### src/rtl/rgt_pkg.sv
package rgt_pkg;
  localparam int LANE_W_DEF  = 32;
  localparam int LANES_DEF   = 4;
  localparam int SLICE_W_DEF = 14;
  localparam int CNT_W_DEF   = 16;
  localparam int MIX_SHL_DEF = 11;
  localparam int MIX_SHR_LO  = 19;
  localparam int MIX_SHR_T   = 8;
endpackage

### src/rtl/rgt_xorshift.sv
module rgt_xorshift #(
  parameter int LANE_W  = rgt_pkg::LANE_W_DEF,
  parameter int LANES   = rgt_pkg::LANES_DEF,
  parameter int SHL_T   = rgt_pkg::MIX_SHL_DEF,
  parameter int SHR_LO  = rgt_pkg::MIX_SHR_LO,
  parameter int SHR_T   = rgt_pkg::MIX_SHR_T,
  parameter logic [LANE_W*LANES-1:0] SEED = 1
) (
  input  logic                    clk,
  input  logic                    rst,
  input  logic                    step,
  output logic [LANE_W*LANES-1:0] state_o,
  output logic [LANE_W-1:0]       lane0_o
);
  localparam int STATE_W = LANE_W * LANES;

  logic [STATE_W-1:0] st_q;
  logic [LANE_W-1:0]  top_lane, low_lane, mix_t, fresh;

  // mix the oldest lane with a left shift, then fold in the newest lane
  assign top_lane = st_q[STATE_W-1 -: LANE_W];
  assign low_lane = st_q[LANE_W-1:0];
  assign mix_t    = top_lane ^ (top_lane << SHL_T);
  assign fresh    = low_lane ^ (low_lane >> SHR_LO) ^ mix_t ^ (mix_t >> SHR_T);

  always_ff @(posedge clk) begin
    if (rst)       st_q <= SEED;
    else if (step) st_q <= {st_q[STATE_W-LANE_W-1:0], fresh};
  end

  assign state_o = st_q;
  assign lane0_o = low_lane;
endmodule

### src/rtl/rgt_reduce.sv
module rgt_reduce #(
  parameter int SLICE_W = rgt_pkg::SLICE_W_DEF,
  parameter int CNT_W   = rgt_pkg::CNT_W_DEF
) (
  input  logic [SLICE_W-1:0] raw,
  input  logic [SLICE_W-1:0] span,
  input  logic [CNT_W-1:0]   base,
  output logic [CNT_W-1:0]   reload
);
  localparam int TRIAL_W = SLICE_W + 1;

  // restoring remainder: one compare-subtract stage per slice bit, MSB first
  logic [SLICE_W-1:0] rem [0:SLICE_W];
  logic [TRIAL_W-1:0] span_x;

  assign span_x       = {1'b0, span};
  assign rem[SLICE_W] = '0;

  for (genvar i = 0; i < SLICE_W; i++) begin : g_stage
    logic [TRIAL_W-1:0] trial;
    logic [TRIAL_W-1:0] kept;
    assign trial  = {rem[i+1], raw[i]};
    assign kept   = (trial >= span_x) ? (trial - span_x) : trial;
    assign rem[i] = kept[SLICE_W-1:0];
  end

  assign reload = base + CNT_W'(rem[0]);
endmodule

### src/rtl/rgt_countdown.sv
module rgt_countdown #(
  parameter int CNT_W = rgt_pkg::CNT_W_DEF
) (
  input  logic             clk,
  input  logic             rst,
  input  logic             enable,
  input  logic [CNT_W-1:0] reload_i,
  output logic             fire_o,
  output logic [CNT_W-1:0] load_o
);
  logic [CNT_W-1:0] cnt_q, load_q;

  assign fire_o = enable && (cnt_q == '0);

  always_ff @(posedge clk) begin
    if (rst) begin
      cnt_q  <= '0;
      load_q <= '0;
    end else if (fire_o) begin
      cnt_q  <= reload_i;
      load_q <= reload_i;
    end else if (enable) begin
      cnt_q  <= cnt_q - 1'b1;
    end
  end

  assign load_o = load_q;
endmodule

### src/rtl/rand_gap_timer.sv
module rand_gap_timer #(
  parameter int LANE_W  = rgt_pkg::LANE_W_DEF,
  parameter int LANES   = rgt_pkg::LANES_DEF,
  parameter int SLICE_W = rgt_pkg::SLICE_W_DEF,
  parameter int CNT_W   = rgt_pkg::CNT_W_DEF
) (
  input  logic               clk,
  input  logic               rst,
  input  logic               enable,
  input  logic [CNT_W-1:0]   gap_min,
  input  logic [SLICE_W-1:0] gap_span,
  output logic               pulse,
  output logic [LANE_W-1:0]  rand_word,
  output logic [CNT_W-1:0]   load_count
);
  localparam int STATE_W = LANE_W * LANES;

  logic               fire;
  logic [STATE_W-1:0] gen_state;
  logic [CNT_W-1:0]   next_len;

  rgt_xorshift #(.LANE_W(LANE_W), .LANES(LANES)) u_gen (
    .clk(clk), .rst(rst), .step(fire),
    .state_o(gen_state), .lane0_o(rand_word)
  );

  rgt_reduce #(.SLICE_W(SLICE_W), .CNT_W(CNT_W)) u_fold (
    .raw(rand_word[SLICE_W-1:0]), .span(gap_span),
    .base(gap_min), .reload(next_len)
  );

  rgt_countdown #(.CNT_W(CNT_W)) u_cnt (
    .clk(clk), .rst(rst), .enable(enable),
    .reload_i(next_len), .fire_o(fire), .load_o(load_count)
  );

  assign pulse = fire;
endmodule

### config.mk
export PLATFORM = sky130hd
export DESIGN_NAME = rand_gap_timer
export DESIGN_NICKNAME = d
export VERILOG_FILES = /design/src/rtl/rgt_pkg.sv /design/src/rtl/rgt_xorshift.sv /design/src/rtl/rgt_reduce.sv /design/src/rtl/rgt_countdown.sv /design/src/rtl/rand_gap_timer.sv
export SDC_FILE = /design/constraint.sdc
export NUM_CORES = 1
export LEC_CHECK = 0
export ABC_AREA = 1
export BUFFER_PORTS_ARGS = -buffer_cell sky130_fd_sc_hd__buf_2
export CORE_MARGIN = 2
export CORE_UTILIZATION = 42
export CTS_CLUSTER_SIZE = 40
export DETAILED_ROUTE_END_ITERATION = 10
export PLACE_DENSITY_LB_ADDON = 0.2
export SLEW_MARGIN = 30
export SYNTH_ARGS = -nofsm -noshare
export SYNTH_HDL_FRONTEND = slang
export SYNTH_SLANG_ARGS = --single-unit
### constraint.sdc
create_clock -name clk -period 54 [get_ports clk]
set_input_delay 8.1 -clock clk [delete_from_list [all_inputs] [get_ports clk]]
set_output_delay 8.1 -clock clk [all_outputs]
set_load 0.005 [all_outputs]
==> results of run 1 <==
[area by class of cell]
| cell class | count | area (sq um) |
|---|---|---|
| clock buffers | 18 | 439 |
| clock inverters | 14 | 190 |
| fillers | 4362 | 22900 |
| inverters | 358 | 1350 |
| multi-input cells | 2132 | 12700 |
| flip-flops and latches | 160 | 3200 |
| well taps | 539 | 674 |
| repair buffers | 94 | 507 |
[worst max-delay path by stage]
stage	startpoint	endpoint	slack [ns]
6_report	gap_span[0]	u_cnt.cnt_q[14]$_SDFFE_PP0P_	6.30
5_1_grt	gap_span[0]	u_cnt.cnt_q[14]$_SDFFE_PP0P_	1.17
4_1_cts	gap_span[0]	u_cnt.cnt_q[14]$_SDFFE_PP0P_	6.57
3_5_place_dp	gap_span[0]	u_cnt.cnt_q[14]$_SDFFE_PP0P_	6.19
3_3_place_gp	gap_span[0]	u_cnt.cnt_q[14]$_SDFFE_PP0P_	7.53
2_1_floorplan	gap_span[1]	u_cnt.cnt_q[15]$_SDFFE_PP0P_	12.92
[cell usage in the layout, fill, tap and decap left out, drive strengths merged, types with 14 or more instances in the layout]
cell    instances
ha            200
fa             14
nand2         496
xor2          141
o21a           14
nor2          330
inv           364
dfxtp         160
nor3           35
clkbuf         18
nand4          15
a21oi         268
o21ai         287
o21bai         33
nand3         132
buf            94
xnor2          77
[sequential cells by signal, indices dropped and copies added (netlist names)]
| name | flops |
|---|---|
| u_cnt.cnt_q | 16 |
| u_cnt.load_o | 16 |
| u_gen.state_o | 128 |
[stage by stage]
| stage | hold slack [ns] | setup slack, ns |
|---|---|---|
| 2_1_floorplan | 0.450 | 12.92 |
| 3_3_place_gp | 0.453 | 7.53 |
| 3_5_place_dp | 0.453 | 6.19 |
| 4_1_cts | 0.463 | 6.57 |
| 5_1_grt | 0.485 | 1.17 |
| 6_report | 0.463 | 6.30 |
[kinds of logic (layout without fill, tap and decap cells)]
group,after synthesis,after routing
buffers and inverters,464,484
XOR/XNOR,218,218
AND/OR/NAND/NOR,1043,1043
AO/OA/AOI/OAI,656,656
multiplexers,1,1
flip-flops,160,160
adder cells (fa/ha/maj),214,214
[per-layer routing]
metal | wire, um | share of wire
met3 | 2690 | 0.050
met5 | 0 | 0
met2 | 23900 | 0.45
met1 | 25800 | 0.48
met4 | 1230 | 0.023
[critical path: cells and delay by family]
| kind | cells | cell delay [ns] |
|---|---|---|
| adder cells (fa/ha/maj) | 17 | 5.14 |
| buffers and inverters | 36 | 3.75 |
| AO/OA/AOI/OAI | 120 | 19.74 |
| AND/OR/NAND/NOR | 77 | 11.21 |
==> results_dict.tcl, run 1 <==
set metrics [dict create \
    synthAdderAreaFrac 0.156 \
    drive_gt1_frac 0.0728 \
    synth_top_cells_by_area "dfxtp_1 (18%), ha_1 (14%), nand2_1 (10%)" \
    route.detailed.drc 0 \
    clk_path_buf_depth 2 \
    synthMuxAreaShare 0.000559 \
    drt_iter0_markers 1292 \
    r2r_setup_slack_ns 13.88 \
    fmax_mhz 21.0 \
    finalCritPeriodShare 0.883 \
    cts_max_level 4 \
    gr-usage-met1 0.338 \
    ys_async_sr_fraction 0 \
    dpl.cell_count 3283 \
    cts-hold-fix-buffers 0 \
    clk_latency_ns 0.43 \
    synth_nets 3003 \
    synth_xor_area_frac 0.107 \
    worst_slew_pin_slew_ns 1.02 \
    synth_common_cells "nand2_1 (479), inv_1 (346), nor2_1 (317)" \
    grt_max_degree 128 \
    grt_antenna_before_repair 0 \
    slew_viol_final 0 \
    crit_required_ns 54.28 \
    wl_per_cell_um 16.2 \
    cts_tree "yes" \
    root_buffer "clkbuf_16" \
    clkSinkCount 160 \
    synth_compound_area_frac 0.198 \
    syn2layout_area_growth_pct 6.80 \
    dpl.hpwl_um 41300 \
    fin_cells 3315 \
    rsz0062_at_grt "no" \
    synth_seq_area_share 0.179 \
    num_rows 75 \
    max_cap_violations 0 \
    synthCells 2756 \
    slowest_delay_ns 0.59 \
    wirelength_um 53600 \
    crit_top_cell "a21oi_1" \
    utilization 0.455 \
    worstPathMaxFanout 23 \
    place_area_sq_mm 0.0185 \
    setup_tns_ns 0 \
    initial_core_util 0.426 \
    grt_overflow 0 \
    antenna_cells 0 \
    status "complete, no violations" \
    numCtsBuffers 17 \
    io_buffer_count 81 \
    crit_type "in2reg" \
    setup_viol 0 \
    hold_end "u_cnt.load_o[4]$_SDFFE_PP0P_" \
    critPathCaptureType "flop" \
    core-area_sq_mm 0.0420 \
    relSlewSlack 0.320 \
    synth_flop_cell "dfxtp_1" \
    dr.pass1.iters 6 \
    ys_types 48 \
    yosys.area.top_type "dfxtp_1" \
    grt_pass1_wl_um 86600 \
    die_x_um 210 \
    arrival_ns 47.98 \
    grt_busiest_layer "met2" \
    hold_path_depth 2 \
    grt_pass1_vias 16700 \
    synth-simple-area-share 0.251 \
    synth_most_common_cell "nand2_1" \
    min_period_ns 47.70 \
    place_congestion 0.954 \
    synth_edf_count 0 \
    vias_per_cell 5.32 \
    hold_path_class "reg2reg" \
    r2r_start "u_gen.state_o[13]$_SDFFE_PP0P_" \
    ys.warnings.count 0 \
    syn_avg_cell_area_sq_um 6.49 \
    dieArea_sq_mm 0.0443 \
    fin_area_sq_mm 0.0191 \
    ys_ff_latch 160 \
    r2r_end "u_cnt.cnt_q[14]$_SDFFE_PP0P_" \
    min_from "u_cnt.load_o[4]$_SDFFE_PP0P_" \
    r2r_cells 250 \
    yosysTopAreaCellShare 0.179 \
    path_clk_slew_ns 0.07 \
    met2_usage 0.395 \
    synth_top_family_by_area "simple AND/OR/NAND/NOR gates" \
    start_kind "input port" \
    post_cts_buffers 0 \
    fp.dieH_um 210 \
    grt_util_met3 0.0238 \
    nets 3010 \
    grt_usage 0.242 \
    vias 17700 \
    crit_slowest_cell "o21ai_0" \
    cts_resized 0 \
    io-pin-count 82 \
    hold_violations 0 \
    finalClockSkew_ns 0.0106 \
    syn_area_sq_mm 0.0179 \
    drtAntennaViolNets 0 \
]
Power of run 1 is left out: the tool's default activity adds up to more than one toggle a clock period on the data nets, which glitch-free logic cannot reach.
==> inputs of run 2 (changes only) <==
--- a/config.mk
+++ b/config.mk
@@ -12,6 +12,7 @@
 export CTS_CLUSTER_SIZE = 40
 export DETAILED_ROUTE_END_ITERATION = 10
 export PLACE_DENSITY_LB_ADDON = 0.2
+export REMOVE_ABC_BUFFERS = 1
 export SLEW_MARGIN = 30
 export SYNTH_ARGS = -nofsm -noshare
 export SYNTH_HDL_FRONTEND = slang
==> results_dict.tcl, run 2 (synthesis gave the netlist of run 1 again) <==
set metrics [dict create \
    status "complete, no violations" \
    vias 17500 \
    dpl.hpwl_um 39800 \
    path_clk_slew_ns 0.07 \
    grt_pass1_vias 16500 \
    max_cap_violations 0 \
    place_area_sq_mm 0.0185 \
    dieArea_sq_mm 0.0443 \
    root_buffer "clkbuf_16" \
    relSlewSlack 0.394 \
    numCtsBuffers 17 \
    cts_tree "yes" \
    drive_gt1_frac 0.0727 \
    regArea_sq_mm 0.00320 \
    grt_max_degree 139 \
    fin_area_sq_mm 0.0191 \
    grt_pass1_wl_um 84800 \
    utilization 0.454 \
    drt_iter0_markers 1153 \
    wl_per_cell_um 15.9 \
    hold_violations 0 \
    drtAntennaViolNets 0 \
    min_period_ns 48.08 \
    largest_reg_flops 128 \
    critPathCaptureType "flop" \
    final_cell_mix "nand2_1 (478), inv_1 (345), nor2_1 (316)" \
    antenna_cells 0 \
    nFillCells 4386 \
    worst_slew_pin_slew_ns 0.908 \
    worstPathMaxFanout 23 \
    clkSinkCount 160 \
    grt_overflow 0 \
    finalClockSkew_ns 0.0110 \
    place_congestion 0.948 \
    nets 3013 \
    path_delay_family "compound AO/OA/AOI/OAI gates" \
    clk_latency_ns 0.43 \
    core-area_sq_mm 0.0420 \
    finalCritPeriodShare 0.890 \
    rsz0062_at_grt "no" \
    io_buffer_count 81 \
    cts-hold-fix-buffers 0 \
    crit_slowest_cell "o21ai_0" \
    hold_path_class "reg2reg" \
    setup_tns_ns 0 \
    path_buf_inv 39 \
    io-pin-count 82 \
    grt_usage 0.237 \
    start_kind "input port" \
    wirelength_um 52700 \
    post_cts_buffers 0 \
    setup_viol 0 \
    initial_core_util 0.426 \
    slew_viol_final 0 \
    syn2layout_area_growth_pct 6.74 \
    multi_input_area_sq_mm 0.0127 \
    crit_top_cell "a21oi_1" \
    route.detailed.drc 0 \
    fmax_mhz 20.8 \
    die_x_um 210 \
    vias_per_cell 5.28 \
    num_rows 75 \
    cts_max_level 4 \
    arrival_ns 48.37 \
    crit_type "in2reg" \
    dr.pass1.iters 5 \
    grt_antenna_before_repair 0 \
    fp.dieH_um 210 \
    crit_required_ns 54.29 \
    layout_commonest_cell "nand2_1" \
    clk_path_buf_depth 2 \
    slowest_delay_ns 0.62 \
    cts_resized 0 \
]
-- run 2: changes by cell type in the layout (fill, tap and decap cells not counted), sizes merged --
| cell | before | now |
|---|---|---|
| buf | 94 | 97 |
| clkinvlp | 1 | 4 |
| inv | 364 | 362 |
| bufinv | 3 | 2 |
| clkbuf | 18 | 19 |
| clkinv | 4 | 3 |
-- run 2: tightest hold or removal path: stages, from the launching register on --
cell and delay (ns):
dfxtp_1 0.31, nand2_1 0.06, a21oi_1 0.05
-- run 2: metal layers --
metal | track usage | share of wire
met3 | 0.0264 | 0.044
met2 | 0.402 | 0.46
met4 | 0.0605 | 0.020
met1 | 0.319 | 0.47
met5 | 0 | 0
-- run 2: final cells by class --
cell class,instances,share of cell area
clock inverter,13,0.00786
multi-input combinational,2132,0.668
tap,539,0.0353
inverter,358,0.0704
timing repair buffer,97,0.0279
clock buffer,19,0.0232
sequential,160,0.168
-- run 2: worst paths after layout --
kind / from / endpoint / cells past startpoint / slack (ns)
worst min register to register: u_cnt.load_o[6]$_SDFFE_PP0P_ / u_cnt.load_o[6]$_SDFFE_PP0P_ / 2 / 0.46
worst min-delay path: u_cnt.load_o[6]$_SDFFE_PP0P_ / u_cnt.load_o[6]$_SDFFE_PP0P_ / 2 / 0.46
worst max register to register: u_gen.state_o[13]$_SDFFE_PP0P_ / u_cnt.cnt_q[14]$_SDFFE_PP0P_ / 250 / 13.63
worst max-delay path: gap_span[1] / u_cnt.cnt_q[14]$_SDFFE_PP0P_ / 251 / 5.92
-- run 2: per-stage QoR --
stage | std cells | setup slack (ns) | hold WS [ns]
floorplan | 2650 | 12.23 | 0.450
global placement | 3286 | 7.61 | 0.449
detailed placement | 3286 | 6.05 | 0.454
CTS | 3318 | 6.38 | 0.466
global route | 3318 | 0.852 | 0.479
finish | 3318 | 5.92 | 0.465
Power of run 2 is left out for the same reason.
